[config.mk]
export PLATFORM = sky130hd
export DESIGN_NAME = psb_xlate
export DESIGN_NICKNAME = d
export VERILOG_FILES = /design/src/rtl/psb_pkg.sv /design/src/rtl/psb_match.sv /design/src/rtl/psb_victim.sv /design/src/rtl/psb_xlate.sv
export SDC_FILE = /design/constraint.sdc
export NUM_CORES = 2
export LEC_CHECK = 0
export ABC_CLOCK_PERIOD_IN_PS = 7400
export BUFFER_PORTS_ARGS = -buffer_cell sky130_fd_sc_hd__buf_4
export CORE_MARGIN = 3
export CORE_UTILIZATION = 50
export DETAILED_ROUTE_END_ITERATION = 8
export PLACE_DENSITY = 0.7
export RECOVER_POWER = 50
export SLEW_MARGIN = 20
export SYNTH_ARGS = -nofsm -noshare
export SYNTH_HDL_FRONTEND = slang
export SYNTH_HIERARCHICAL = 1
export SYNTH_SLANG_ARGS = --single-unit
[constraint.sdc]
create_clock -name clk -period 7.4 [get_ports clk]
set_input_delay 1.48 -clock clk [delete_from_list [all_inputs] [get_ports clk]]
set_output_delay 1.48 -clock clk [all_outputs]
set_load 0.03 [all_outputs]
[src/rtl/psb_pkg.sv]
package psb_pkg;
  typedef enum logic [1:0] {
    OP_IDLE  = 2'd0,
    OP_FILL  = 2'd1,
    OP_INV   = 2'd2,
    OP_FLUSH = 2'd3
  } psb_op_e;
endpackage

[src/rtl/psb_match.sv]
module psb_match #(
  parameter int ENTRIES = 8,
  parameter int TAG_W   = 16,
  parameter int IDX_W   = 3
) (
  input  logic [TAG_W-1:0]   tags [ENTRIES],
  input  logic [ENTRIES-1:0] live,
  input  logic [TAG_W-1:0]   key,
  output logic [ENTRIES-1:0] hit_vec,
  output logic [IDX_W-1:0]   hit_idx,
  output logic               any
);
  for (genvar g = 0; g < ENTRIES; g++) begin : g_cmp
    assign hit_vec[g] = live[g] && (tags[g] == key);
  end

  // at most one bit set, so OR-ing indices yields the matching one
  always_comb begin
    hit_idx = '0;
    for (int i = 0; i < ENTRIES; i++) begin
      if (hit_vec[i]) hit_idx = hit_idx | IDX_W'(i);
    end
  end

  assign any = |hit_vec;
endmodule

[src/rtl/psb_victim.sv]
module psb_victim #(
  parameter int ENTRIES = 8,
  parameter int IDX_W   = 3
) (
  input  logic               clk,
  input  logic               rst_n,
  input  logic               flush,
  input  logic [ENTRIES-1:0] live,
  input  logic               take,
  output logic [IDX_W-1:0]   victim,
  output logic               has_free
);
  logic [IDX_W-1:0] rr_q, rr_d, free_idx;

  always_comb begin
    free_idx = '0;
    for (int i = ENTRIES - 1; i >= 0; i--) begin
      if (!live[i]) free_idx = IDX_W'(i);
    end
  end

  assign has_free = ~&live;
  assign victim   = has_free ? free_idx : rr_q;

  always_comb begin
    rr_d = rr_q;
    if (flush) begin
      rr_d = '0;
    end else if (take && !has_free) begin
      rr_d = (rr_q == IDX_W'(ENTRIES - 1)) ? '0 : rr_q + 1'b1;
    end
  end

  always_ff @(posedge clk or negedge rst_n) begin
    if (!rst_n) rr_q <= '0;
    else        rr_q <= rr_d;
  end
endmodule

[src/rtl/psb_xlate.sv]
module psb_xlate #(
  parameter int VA_W     = 32,
  parameter int PA_W     = 32,
  parameter int ATTR_W   = 4,
  parameter int ENTRIES  = 8,
  parameter int PAGE_LOG = 12,
  parameter int SUB_LOG  = 4
) (
  input  logic                       clk,
  input  logic                       rst_n,
  input  logic [VA_W-1:0]            lk_va,
  output logic                       lk_hit,
  output logic [PA_W-1:0]            lk_pa,
  output logic [ATTR_W-1:0]          lk_attr,
  input  logic                       fill_en,
  input  logic [VA_W-1:0]            fill_va,
  input  logic [PA_W-PAGE_LOG-1:0]   fill_ppn,
  input  logic [ATTR_W-1:0]          fill_attr,
  input  logic                       inv_en,
  input  logic [VA_W-1:0]            inv_va,
  input  logic                       flush
);
  import psb_pkg::*;

  localparam int SUB_N  = 1 << SUB_LOG;
  localparam int VTAG_W = VA_W - PAGE_LOG - SUB_LOG;
  localparam int PPN_W  = PA_W - PAGE_LOG;
  localparam int BASE_W = PPN_W - SUB_LOG;
  localparam int IDX_W  = (ENTRIES > 1) ? $clog2(ENTRIES) : 1;

  logic [VTAG_W-1:0] tag_q  [ENTRIES];
  logic [BASE_W-1:0] base_q [ENTRIES];
  logic [ATTR_W-1:0] attr_q [ENTRIES];
  logic [SUB_N-1:0]  vld_q  [ENTRIES];
  logic [SUB_N-1:0]  vld_d  [ENTRIES];
  logic [ENTRIES-1:0] live, we;

  for (genvar g = 0; g < ENTRIES; g++) begin : g_live
    assign live[g] = |vld_q[g];
  end

  // ---------------- update side ----------------
  psb_op_e op;
  always_comb begin
    if (flush)        op = OP_FLUSH;
    else if (inv_en)  op = OP_INV;
    else if (fill_en) op = OP_FILL;
    else              op = OP_IDLE;
  end

  logic [VA_W-1:0]    upd_va;
  logic [VTAG_W-1:0]  upd_tag;
  logic [SUB_LOG-1:0] upd_sub;
  logic [BASE_W-1:0]  fill_base;
  logic [ENTRIES-1:0] upd_hit_vec;
  logic [IDX_W-1:0]   upd_idx, victim;
  logic               upd_any, has_free, aligned, compat, take;

  assign upd_va    = (op == OP_INV) ? inv_va : fill_va;
  assign upd_tag   = upd_va[VA_W-1 -: VTAG_W];
  assign upd_sub   = upd_va[PAGE_LOG +: SUB_LOG];
  assign fill_base = fill_ppn[PPN_W-1 -: BASE_W];
  assign aligned   = (fill_ppn[SUB_LOG-1:0] == upd_sub);

  psb_match #(.ENTRIES(ENTRIES), .TAG_W(VTAG_W), .IDX_W(IDX_W)) u_upd_match (
    .tags(tag_q), .live(live), .key(upd_tag),
    .hit_vec(upd_hit_vec), .hit_idx(upd_idx), .any(upd_any)
  );

  assign compat = (base_q[upd_idx] == fill_base) && (attr_q[upd_idx] == fill_attr);
  assign take   = (op == OP_FILL) && aligned && !upd_any;

  psb_victim #(.ENTRIES(ENTRIES), .IDX_W(IDX_W)) u_victim (
    .clk(clk), .rst_n(rst_n), .flush(op == OP_FLUSH), .live(live),
    .take(take), .victim(victim), .has_free(has_free)
  );

  always_comb begin
    we = '0;
    for (int i = 0; i < ENTRIES; i++) vld_d[i] = vld_q[i];
    unique case (op)
      OP_FLUSH: for (int i = 0; i < ENTRIES; i++) vld_d[i] = '0;
      OP_INV: if (upd_any) vld_d[upd_idx][upd_sub] = 1'b0;
      OP_FILL: if (aligned) begin
        if (upd_any && compat) begin
          vld_d[upd_idx][upd_sub] = 1'b1;
        end else if (upd_any) begin
          we[upd_idx]    = 1'b1;
          vld_d[upd_idx] = SUB_N'(1) << upd_sub;
        end else begin
          we[victim]     = 1'b1;
          vld_d[victim]  = SUB_N'(1) << upd_sub;
        end
      end
      default: ;
    endcase
  end

  for (genvar g = 0; g < ENTRIES; g++) begin : g_ent
    always_ff @(posedge clk or negedge rst_n) begin
      if (!rst_n) vld_q[g] <= '0;
      else        vld_q[g] <= vld_d[g];
    end
    always_ff @(posedge clk) begin
      if (we[g]) begin
        tag_q[g]  <= upd_tag;
        base_q[g] <= fill_base;
        attr_q[g] <= fill_attr;
      end
    end
  end

  // ---------------- lookup side ----------------
  logic [ENTRIES-1:0] lk_hit_vec;
  logic [IDX_W-1:0]   lk_idx;
  logic               lk_any;
  logic [SUB_LOG-1:0] lk_sub;

  assign lk_sub = lk_va[PAGE_LOG +: SUB_LOG];

  psb_match #(.ENTRIES(ENTRIES), .TAG_W(VTAG_W), .IDX_W(IDX_W)) u_lk_match (
    .tags(tag_q), .live(live), .key(lk_va[VA_W-1 -: VTAG_W]),
    .hit_vec(lk_hit_vec), .hit_idx(lk_idx), .any(lk_any)
  );

  assign lk_hit  = lk_any && vld_q[lk_idx][lk_sub];
  assign lk_pa   = lk_hit ? {base_q[lk_idx], lk_sub, lk_va[PAGE_LOG-1:0]} : '0;
  assign lk_attr = lk_hit ? attr_q[lk_idx] : '0;
endmodule

# ---- Yosys cells after proc, flatten, opt, wreduce, memory -nomap -nowiden
# Memories as Yosys holds them, arrays and structs flattened.
# Cells that the tools add are included.
dict set report totals {
  regBits 259
  mem_bits_rw 160
  output_inout_bits 37
  elab_cells 238
  memories 2
}
dict set report op_classes {
  addsub 1
  magnitude_cmp 12
  eq_ne 25
  shift 1
  mux 118
  n_bitwise 6
  reduce_logical 56
}
# memory words width read_ports rd_ports_with_merged_regs write_ports line_no
set memory_table {}
lappend memory_table {base_q 8 16 2 0 1 psb_xlate.sv:32} ;# logic [BASE_W-1:0] base_q [ENTRIES];
lappend memory_table {attr_q 8 4 2 0 1 psb_xlate.sv:33} ;# logic [ATTR_W-1:0] attr_q [ENTRIES];
# op n
set ops {}
lappend ops {{128-bit two-way mux} 4}
lappend ops {{128-bit one-hot mux with 3 select lines} 1}
lappend ops {{16-bit == test} 17}
lappend ops {{128-bit bitwise mux} 2}
lappend ops {{16-bit OR reduction} 15}
lappend ops {{16-bit two-way mux} 12}
lappend ops {{16-bit demux with 3-bit select} 3}
lappend ops {{128-bit bitwise AND} 1}
lappend ops {{128-bit NOT} 1}
lappend ops {{128-bit OR} 1}
lappend ops {{3-bit two-way mux} 34}
lappend ops {{32-bit two-way mux} 2}
lappend ops {{16-bit binary-select mux with 3-bit select} 1}
lappend ops {{1-bit two-way mux} 37}
lappend ops {{4-bit two-way mux} 8}
lappend ops {{8-bit two-way mux} 4}
lappend ops {{4-bit OR reduction} 7}
lappend ops {{1-bit logical AND} 27}
lappend ops {{8-bit OR reduction} 2}
lappend ops {{1-bit by 4-bit left shift with 16-bit output (first input constant)} 1}
lappend ops {{4-bit greater-or-equal comparator (second input constant)} 3}
lappend ops {{2-bit two-way mux} 6}
lappend ops {{3-bit NOT with 4-bit output} 3}
lappend ops {{4-bit by 5-bit less-than comparator with 1-bit output (second input constant)} 2}
lappend ops {{other kinds (18)} 25}

# ---- Logic depth before layout (Yosys ltp)
dict set report logic_depth {
  depth_word 32
  mapped_depth 30
  mapped_depth_nobuf 17
}

# ---- Hierarchy
# Netlist, hierarchy kept.
# module instances cells_each area_each_um2 seq_area_each_um2
set by_module_without_submodules {}
lappend by_module_without_submodules {psb_xlate 1 2065 23093.4 11851.4}
lappend by_module_without_submodules {{psb_match (u_upd_match)} 1 204 1689.1 0.0}
lappend by_module_without_submodules {{psb_match (u_lk_match)} 1 204 1675.4 0.0}
lappend by_module_without_submodules {psb_victim 1 28 254.0 75.1}

# ---- Least setup slack after synthesis
# No wires, ideal clock.
dict set report synth_path {
  path_type {input to register}
  start {input inv_en}
  end {memory attr_q[0][0], enable pin}
  setup_ns 0.429
  t_arrival_ns 8.526
  setup_slack_ns -1.555
  path_stages 28
  path_buffers 11
  path_cell_list {inv_1 a21oi_1 ha_1 clkbuf_1 buf_1 clkbuf_1 clkbuf_1 clkbuf_1 mux2_2 buf_6 xnor2_1 nand4_1 nor4_1 and3_4 or4_1 buf_6 buf_8 buf_6 buf_4 mux2i_1 a22oi_1 and4_1 o2111ai_1 nor4_2 nand2_1 clkbuf_1 nand3_1 nor2_1}
}
dict set report synth_between {
  elab_cells_between_ends 82
}
# element line_no
set synth_lines {}
lappend synth_lines {{start, declared} psb_xlate.sv:19} ;# input logic inv_en,
lappend synth_lines {{2-bit two-way mux *} psb_xlate.sv:46} ;# else if (inv_en) op = OP_INV;
lappend synth_lines {{2-bit two-way mux *} psb_xlate.sv:45} ;# if (flush) op = OP_FLUSH;
lappend synth_lines {{2-bit == test *} psb_xlate.sv:59} ;# assign upd_va = (op == OP_INV) ? inv_va : fill_va;
lappend synth_lines {{32-bit two-way mux *} psb_xlate.sv:59}
lappend synth_lines {{net upd_va[27]} psb_xlate.sv:51} ;# logic [VA_W-1:0] upd_va;
lappend synth_lines {{16-bit == test *} psb_match.sv:14} ;# assign hit_vec[g] = live[g] && (tags[g] == key);
lappend synth_lines {{1-bit logical AND *} psb_match.sv:14}
lappend synth_lines {{net upd_hit_vec[5]} psb_xlate.sv:55} ;# logic [ENTRIES-1:0] upd_hit_vec;
lappend synth_lines {{[3 not listed]} --}
lappend synth_lines {{net upd_idx[0]} psb_xlate.sv:56} ;# logic [IDX_W-1:0] upd_idx, victim;
lappend synth_lines {{[4 not listed]} --}
lappend synth_lines {{8-bit two-way mux} psb_xlate.sv:87} ;# end else if (upd_any) begin
lappend synth_lines {{8-bit two-way mux *} psb_xlate.sv:85} ;# if (upd_any && compat) begin
lappend synth_lines {{8-bit two-way mux *} psb_xlate.sv:84} ;# OP_FILL: if (aligned) begin
lappend synth_lines {{8-bit two-way mux *} psb_xlate.sv:81} ;# unique case (op)
lappend synth_lines {{net we[0]} psb_xlate.sv:36} ;# logic [ENTRIES-1:0] live, we;
lappend synth_lines {{1-bit two-way mux *} psb_xlate.sv:105} ;# if (we[g]) begin
lappend synth_lines {{1-bit two-way mux (implied by the code) *} psb_xlate.sv:108} ;# attr_q[g] <= fill_attr;
lappend synth_lines {{1-bit two-way mux (no source line) * (7 in a row)} --}
lappend synth_lines {{end, declared} psb_xlate.sv:33}
# Mark *: on every way through the listed nets, which the timed path passes. The rest lies on a longest branch.

# ---- Final worst setup path
dict set report layout_path {
  start {register vld_q[107] (netlist bit)}
  end {output lk_pa[2]}
}
dict set report layout_between {
  elab_chain_len 17
  elab_cells_between_ends 18
}
# element line_no
set layout_rtl {}
lappend layout_rtl {{start, declared} psb_xlate.sv:34} ;# logic [SUB_N-1:0] vld_q [ENTRIES];
lappend layout_rtl {{start signal, assigned by index} psb_xlate.sv:102} ;# else vld_q[g] <= vld_d[g];
lappend layout_rtl {{16-bit OR reduction} psb_xlate.sv:39} ;# assign live[g] = |vld_q[g];
lappend layout_rtl {{net live[1]} psb_xlate.sv:36}
lappend layout_rtl {{1-bit logical AND} psb_match.sv:14}
lappend layout_rtl {{net lk_hit_vec[1]} psb_xlate.sv:114} ;# logic [ENTRIES-1:0] lk_hit_vec;
lappend layout_rtl {{1-bit two-way mux} psb_match.sv:21} ;# if (hit_vec[i]) hit_idx = hit_idx | IDX_W'(i);
lappend layout_rtl {{2-bit two-way mux (2 in a row)} psb_match.sv:21}
lappend layout_rtl {{3-bit two-way mux (4 in a row)} psb_match.sv:21}
lappend layout_rtl {{net lk_idx[0]} psb_xlate.sv:115} ;# logic [IDX_W-1:0] lk_idx;
lappend layout_rtl {{3-bit NOT with 4-bit output (implied by the code)} psb_xlate.sv:126} ;# assign lk_hit = lk_any && vld_q[lk_idx][lk_sub];
lappend layout_rtl {{16-bit binary-select mux with 3-bit select} psb_xlate.sv:126}
lappend layout_rtl {{16-bit two-way mux (implied by the code) (2 in a row)} psb_xlate.sv:126}
lappend layout_rtl {{1-bit binary-select mux with 4-bit select} psb_xlate.sv:126}
lappend layout_rtl {{1-bit two-way mux (implied by the code)} psb_xlate.sv:126}
lappend layout_rtl {{1-bit logical AND} psb_xlate.sv:126}
lappend layout_rtl {{32-bit two-way mux} psb_xlate.sv:127} ;# assign lk_pa = lk_hit ? {base_q[lk_idx], lk_sub, lk_va[PAGE_LOG-1:0]} : '0;
lappend layout_rtl {{end, declared} psb_xlate.sv:13} ;# output logic [PA_W-1:0] lk_pa,
# The timed path passes the listed nets, and every way through them passes these cells. The select of a mux whose other input is x is not followed.

==> results_dict.tcl <==
set metrics [dict create \
    min_period_over_period 0.980 \
    grt_pass1_vias 22485 \
    rrSetupSlack_ns 1.56 \
    status "finished, violations left" \
    antenna_left 0 \
    drc_errors 0 \
    p_leak_nw 10.5 \
    die_h_um 237 \
    p_per_area_nw_per_um2 184 \
    gr-usage-all-layers 0.308 \
    finClkSkew_ns 0.0328 \
    cts.sinks 419 \
    yosys_warnings 6 \
    routabilityCongestion 0.972 \
    slew_headroom -1.57 \
    violations "capacitance limit, slew limit" \
    placed_cells 3216 \
    core_um2 52700 \
    vias 22618 \
    maxCapViolCount 2 \
    setup-tns-final_ns 0 \
    clock-root-buffer "clkbuf_16" \
    netlist_area_um2 26700 \
    cts_resized 0 \
    antenna_cells 0 \
    worstSetupStartpointType "flip-flop" \
    viasPerCell 6.85 \
    nets 2708 \
    finalMaxSlewViolations 134 \
    antenna_found_initial 4 \
    finalInstanceArea_um2 30600 \
    tritoncts "done" \
    min_period_ns 7.25 \
    worstMarginPinSlew_ns 3.85 \
    htreeDepth 2 \
    synthCells 2494 \
    dp_slack_ns 0.0559 \
    rsz0062_at_grt "false" \
    path_clk_slew_ns 0.06 \
    syn2layout_area_growth_pct 14.6 \
    path_class "reg -> out" \
    cts_buffers 47 \
    report.final.hold_viol_count 0 \
    syn_nets 2625 \
    cp.required_ns 5.92 \
    crit_top_cell "mux4_2" \
    grt_max_degree 99 \
    grt_pass1_wl_mm 136 \
    placed_cell_area_um2 29100 \
    wirelength_mm 88.4 \
    finalSetupViolCount 0 \
    syn_area_per_cell_um2 10.7 \
    start_util 0.507 \
    cp_cell_sequence "nor4_1, nand4_1, and3_1, or4_4, buf_12, mux4_2, mux4_2, mux4_2, or2_0, buf_4, and3_1, buf_4" \
    final_cells 3302 \
    critPathMaxStageDelay_ns 0.63 \
    overflow 0 \
    cts-root-to-sink-buffers 3 \
    critPathMaxFanout 15 \
    end_kind "output pin" \
    cts-hold-fix-buffers 0 \
    io_pins 162 \
    firstDrtPassIters 8 \
    fp.dieArea_um2 56100 \
    timing.final.ws_setup_ns 0.150 \
    crit_arrival_ns 5.77 \
    insertion_delay_ns 0.63 \
    fp.dieW_um 237 \
    finalPower_mw 5.63 \
    hpwlAfterDp_mm 56.3 \
    fillCellCount 4260 \
    rows 84 \
    hold_path.class "reg -> reg" \
    drive_gt1_frac 0.190 \
    ir_drop_uv 190 \
    final_util 0.580 \
    initialDrtViolationCount 2859 \
    whs_ns 0.568 \
    postCtsSetupBuffers 0 \
    portBuffers 137 \
    wl_per_cell_um 26.8 \
    clock.fmax_ghz 0.138 \
    critPathSlowestCell "nor4_1" \
]
placed cells by master (no fill, tap or decap), drive strengths merged, types with 6 or more instances in the layout:
cell type  count
buf          256
and3          26
edfxtp       288
xor2          16
inv           11
a32oi          8
mux2i         70
nor4          52
xnor2        260
and2          18
nor2          72
o21ai        207
o211ai        81
nand4        145
nand2        282
nor2b         10
a22oi         12
dfrtp        131
a21boi        46
o311ai        74
mux4         112
clkinv        16
nand3        220
mux2          19
bufinv         8
ha             6
clkbuf        96
a32o           6
worst paths after layout:
path | from | endpoint | cells after the start
max | vld_q[107] | lk_pa[2] | 12
min | vld_q[10] | vld_q[10] | 2
max reg2reg | vld_q[11] | vld_q[63] | 16
min reg2reg | vld_q[10] | vld_q[10] | 2
max in group asynchronous | rst_n | vld_q[28] | 2
min in group asynchronous | rst_n | vld_q[69] | 1
worst max-delay path, delay by kind of cell (launching register included):
kind	cells	cell delay, ns
multiplexers	3	1.51
buffers and inverters	3	0.59
flip-flops	1	0.42
AND/OR/NAND/NOR	6	2.63
layout make-up:
class                   instances  area (µm²)  share of cell area
inverters                      11        41.3             0.00135
well taps                     688         861              0.0282
clock buffers                  62        1310              0.0427
flip-flops and latches        419       11900               0.390
repair buffers                290        2540              0.0830
clock inverters                24         359              0.0118
multi-input cells            1808       13500               0.443
flip-flops by register name (all words and copies together) (netlist names):
name	flops
tag_q	128
vld_q	128
u_victim/rr_q	3
base_q	128
attr_q	32
where the power goes:
group          internal [mW]  total (mW)  switching (mW)
clock network           1.53        2.57            1.04
logic                  0.169       0.538           0.368
registers               2.52        2.52         0.00194
per-layer routing:
metal	share of wire	GRT usage	vias to the layer above
met5	0.00025	0	-
met4	0.050	0.146	4
met3	0.11	0.0642	316
met2	0.46	0.478	1524
met1	0.38	0.416	11118
li1	-	-	9656
No activity file was read; power rests on OpenSTA's default activity.
